### src/rtl/rtc_pkg.sv
package rtc_pkg;
  localparam int RS_W  = 4;
  localparam int EXP_W = 4;
  localparam int CNT_W = 14;

  typedef struct packed {
    logic restart;
    logic advance;
    logic active;
  } ctlStrb_t;

  // log2 of the period in ticks for a given select value
  function automatic logic [EXP_W-1:0] rateExp(input logic [RS_W-1:0] rs);
    logic [EXP_W-1:0] e;
    case (rs)
      RS_W'(0): e = EXP_W'(1);
      RS_W'(1): e = EXP_W'(7);
      RS_W'(2): e = EXP_W'(8);
      default:  e = EXP_W'(rs - RS_W'(1));
    endcase
    return e;
  endfunction
endpackage

### src/rtl/rtc_rate_ctrl.sv
module rtc_rate_ctrl
  import rtc_pkg::*;
(
  input  logic            clk,
  input  logic            rst_n,
  input  logic            tickIn,
  input  logic [RS_W-1:0] rateSel,
  output ctlStrb_t        strb,
  output logic [EXP_W-1:0] perExp
);
  logic [RS_W-1:0] prevSel;
  logic            selChanged;
  logic            isActive;

  always_ff @(posedge clk) begin
    if (!rst_n) prevSel <= '0;
    else        prevSel <= rateSel;
  end

  assign selChanged   = (rateSel != prevSel);
  assign isActive     = (rateSel != '0);
  assign strb.active  = isActive;
  assign strb.restart = selChanged || !isActive;
  assign strb.advance = tickIn && isActive && !selChanged;
  assign perExp       = rateExp(rateSel);
endmodule

### src/rtl/rtc_rate_dp.sv
module rtc_rate_dp
  import rtc_pkg::*;
(
  input  logic             clk,
  input  logic             rst_n,
  input  ctlStrb_t         strb,
  input  logic [EXP_W-1:0] perExp,
  input  logic             sqwEn,
  output logic             periodicEvt,
  output logic             sqwOut
);
  logic [CNT_W-1:0] cnt;
  logic [CNT_W:0]   periodLen;
  logic             lastTick;
  logic             evtReg;

  assign periodLen = (CNT_W+1)'(1) << perExp;
  assign lastTick  = ({1'b0, cnt} == (periodLen - (CNT_W+1)'(1)));

  always_ff @(posedge clk) begin
    if (!rst_n) begin
      cnt    <= '0;
      evtReg <= 1'b0;
    end else if (strb.restart) begin
      cnt    <= '0;
      evtReg <= 1'b0;
    end else if (strb.advance) begin
      if (lastTick) begin
        cnt    <= '0;
        evtReg <= 1'b1;
      end else begin
        cnt    <= cnt + CNT_W'(1);
        evtReg <= 1'b0;
      end
    end else begin
      evtReg <= 1'b0;
    end
  end

  assign periodicEvt = evtReg;
  // upper half of the count forms the high phase
  assign sqwOut = sqwEn && strb.active && cnt[perExp - EXP_W'(1)];
endmodule

### src/rtl/rtc_periodic_gen.sv
module rtc_periodic_gen
  import rtc_pkg::*;
(
  input  logic            clk,
  input  logic            rst_n,
  input  logic            tickIn,
  input  logic [RS_W-1:0] rateSel,
  input  logic            sqwEn,
  output logic            periodicEvt,
  output logic            sqwOut
);
  ctlStrb_t         strb;
  logic [EXP_W-1:0] perExp;

  rtc_rate_ctrl u_ctrl (
    .clk    (clk),
    .rst_n  (rst_n),
    .tickIn (tickIn),
    .rateSel(rateSel),
    .strb   (strb),
    .perExp (perExp)
  );

  rtc_rate_dp u_dp (
    .clk        (clk),
    .rst_n      (rst_n),
    .strb       (strb),
    .perExp     (perExp),
    .sqwEn      (sqwEn),
    .periodicEvt(periodicEvt),
    .sqwOut     (sqwOut)
  );
endmodule

### config.mk
export PLATFORM = sky130hd
export DESIGN_NAME = rtc_periodic_gen
export DESIGN_NICKNAME = d
export VERILOG_FILES = /design/src/rtl/rtc_pkg.sv /design/src/rtl/rtc_rate_ctrl.sv /design/src/rtl/rtc_rate_dp.sv /design/src/rtl/rtc_periodic_gen.sv
export SDC_FILE = /design/constraint.sdc
export NUM_CORES = 1
export LEC_CHECK = 0
export BUFFER_PORTS_ARGS = -buffer_cell sky130_fd_sc_hd__buf_2
export CAP_MARGIN = 20
export CORE_ASPECT_RATIO = 0.8
export CORE_MARGIN = 2
export CORE_UTILIZATION = 55
export DETAILED_ROUTE_END_ITERATION = 8
export PLACE_DENSITY = 0.73
export SETUP_SLACK_MARGIN = 0.3
export SYNTH_ARGS = -nofsm -noshare
export SYNTH_HDL_FRONTEND = slang
export SYNTH_HIERARCHICAL = 1
export SYNTH_SLANG_ARGS = --single-unit
### constraint.sdc
create_clock -name clk -period 11.6 [get_ports clk]
set_clock_uncertainty 0.05 [all_clocks]
set_input_delay 0.58 -clock clk [delete_from_list [all_inputs] [get_ports clk]]
set_output_delay 0.58 -clock clk [all_outputs]
set_load 0.03 [all_outputs]
==> results.yml <==
status:
  status: "completed"
yosys:
  syn_nets: 271
  synth_ff_type: "dfxtp_1"
  synth_warnings: 6
  netlist-cell-type-count: 54
  synth_area_mm2: 0.00194
  synth-seq-cells: 19
  async_flop_share_pct: 0
  synth-seq-area-share_pct: 19.6
  synth_edf_count: 0
  syn_inst: 252
  synth.avg_cell_area_um2: 7.70
drt:
  routed_via_density: 6.13
  drt_iter0_drc: 129
  route.detailed.drc: 0
  vias: 1759
  ant_nets: 0
  wl_per_cell_um: 15.0
  dr.pass1.iters: 4
  wirelength_um: 4290
global_route:
  grt_max_degree: 30
  overflow: 0
  track_usage_pct: 23.2
  grt_pass1_wl_um: 7510
  antenna_found_initial: 0
  grt_pass1_vias: 1558
hold_path:
  holdPathStages: 2
  hp-class: "flip-flop to flip-flop"
  hold_end: "u_dp/cnt[1]"
  hold_start: "u_dp/cnt[1]"
clock_network:
  cts_max_path_buffers: 2
  root_buffer: "clkbuf_8"
  postCtsSetupBuffers: 0
  clkTransAtPathRegs_ps: 70
  cts_hold_buf: 0
  clock_latency_ps: 260
  clock-sinks: 19
  htree_levels: 1
  cts_tree: "built"
  ctsResizeCount: 0
  numCtsBuffers: 3
timing:
  rsz0062_at_grt: "false"
  worst_slack_ps: 6480
  max_freq_ghz: 0.195
  final_max_slew_viol_count: 0
  setup_tns_ps: 0
  finalCritPeriodShare_pct: 44.1
  setup_viol: 0
  slew-limit-headroom_pct: 44.6
  fin_crit_ps: 5120
  worst_pin_slew_ps: 808
  hold_viol_final: 0
die:
  die_x_um: 70.4
  dieArea_mm2: 0.00402
  ios: 10
  core_area_mm2: 0.00340
  rows: 19
  start_util_pct: 57.1
  die_h_um: 57.1
power:
  powerDensity_mw_per_mm2: 87.3
  ir_worst_vdd_v: 0.000103
  leakage_nw: 0.681
place:
  place.gp.congestion: 0.860
  portBuffers: 9
  dpl.hpwl_um: 3140
  post-place-ws_ps: 6200
  dp.cells: 283
critical_path:
  reg2reg_depth: 7
  rrSetupSlack_ps: 9020
  cp-start-kind: "input pin"
  r2r-end: "u_dp/cnt[3]"
  worstReg2RegStart: "u_dp/cnt[2]"
  cp.required_ps: 11670
  arrival_ps: 5190
  end_kind: "flip-flop"
  worstPathMaxFanout: 17
  worstSetupPathType: "input pin to flip-flop"
flow_run:
  maxCapViolCount: 0
final_layout:
  layoutNonFillerInstCount: 287
  fin_nets: 265
  num_antenna_cells: 0
  fill_cells: 321
  drive_above_1_share_pct: 9.39
  synthToLayoutAreaGrowth_pct: 1.55
  utilization_pct: 58.0
[cell families after synthesis]
group,after synthesis,synth area share [%]
mux,6,5.03
flops,19,19.6
compound gates,53,18.2
simple gates,107,29.8
fa+ha+maj,11,7.09
buf+inv,29,7.74
xor+xnor,27,12.6
[per-stage QoR]
stage | hold slack, ps | power (mW) | cell area (µm²)
finish | 536 | 0.172 | 1970
global placement | 529 | 0.127 | 1930
detailed placement | 524 | 0.128 | 1930
floorplan | 461 | 0.118 | 1940
CTS | 537 | 0.173 | 1970
global route | 566 | 0.183 | 1970
[sequential cells by signal (all words and copies together), names as in the netlist]
signal and cells:
u_dp/periodicEvt 1, u_ctrl/prevSel 4, u_dp/cnt 14
[cell usage after synthesis (all sizes together) (2+ instances only)]
library cell,n,area share (%)
xor2,7,3.2
and3,4,1.3
clkbuf,8,1.5
o221ai,3,1.4
ha,11,7.1
nor4,2,0.64
mux4,3,3.5
inv,8,1.5
dfxtp,19,20
nand2b,7,2.3
nand3b,2,0.77
a21oi,9,2.3
nand4,4,1.3
o21ai,16,4.1
nor2,15,3.0
o211ai,2,0.77
mux2i,3,1.5
a221oi,3,1.7
a22oi,2,0.77
nand2,25,4.8
buf,13,4.6
or4,3,1.2
or3,3,1.0
nor2b,6,1.9
nor3,16,4.4
a31oi,4,1.3
o31ai,2,0.77
a211oi,2,0.77
nand3,8,2.1
and2,6,1.9
o2111ai,2,0.90
xnor2,20,9.4
[cell type report]
class	instances	area (µm²)	share of cell area, %
inverter	8	30.0	1.52
tap	42	52.6	2.67
timing repair buffer	10	52.6	2.67
sequential	19	380	19.3
multi-input combinational	204	1410	71.6
clock buffer	4	45.0	2.29
[worst max-delay path, stage by stage]
cell and delay (ps):
buf_2 150, nor2_1 250, mux2i_1 730, inv_1 200
ha_1 450, nand2_1 150, ha_1 410, or4b_2 650
o311ai_1 110, a31oi_1 100, xnor2_1 150, or4_1 570
nor3_2 570, nor3_1 130
[placed cells by master (no fill, tap or decap), drive strengths merged, types with 2 or more instances in the layout]
| cell | netlist | routed |
|---|---|---|
| nand3 | 8 | 8 |
| ha | 11 | 11 |
| inv | 8 | 8 |
| nand2b | 7 | 7 |
| o31ai | 2 | 2 |
| o221ai | 3 | 3 |
| o2111ai | 2 | 2 |
| a31oi | 4 | 4 |
| mux4 | 3 | 3 |
| or4 | 3 | 3 |
| xor2 | 7 | 7 |
| nor2b | 6 | 6 |
| nand2 | 25 | 25 |
| clkbuf | 8 | 4 |
| nor3 | 16 | 16 |
| dfxtp | 19 | 19 |
| or3 | 3 | 3 |
| nand4 | 4 | 4 |
| a211oi | 2 | 2 |
| buf | 13 | 10 |
| nor4 | 2 | 2 |
| o211ai | 2 | 2 |
| a21oi | 9 | 9 |
| nand3b | 2 | 2 |
| and2 | 6 | 6 |
| a221oi | 3 | 3 |
| xnor2 | 20 | 20 |
| a22oi | 2 | 2 |
| mux2i | 3 | 3 |
| o21ai | 16 | 16 |
| nor2 | 15 | 15 |
| and3 | 4 | 4 |
[per-layer routing]
metal  share of wire (%)  routed length (µm)  global-route usage (%)
met4                 1.3                  57                    7.42
met1                  50                2150                    36.0
met3                 5.4                 231                    1.77
met2                  43                1860                    34.1
met5                   0                   0                       0
[report_power, final]
| part | switching, mW | internal, mW | leakage [nW] | total (mW) |
|---|---|---|---|---|
| Combinational | 0.0357 | 0.0245 | 0.504 | 0.0603 |
| Clock | 0.0209 | 0.0244 | 0.0228 | 0.0454 |
| Sequential | 0.000372 | 0.0660 | 0.154 | 0.0663 |
[worst max path at each step]
stage / startpoint / endpoint / slack (ps) / depth (start not counted)
3_3_place_gp: rateSel[0] / u_dp/cnt[3] / 6260 / 16
3_5_place_dp: rateSel[3] / u_dp/cnt[3] / 6200 / 14
2_1_floorplan: rateSel[3] / u_dp/cnt[10] / 7300 / 17
6_report: rateSel[3] / u_dp/cnt[3] / 6480 / 14
4_1_cts: rateSel[3] / u_dp/cnt[3] / 6490 / 14
5_1_grt: rateSel[3] / u_dp/cnt[3] / 6010 / 14
Note: power is estimated with default switching activity, not from simulation.
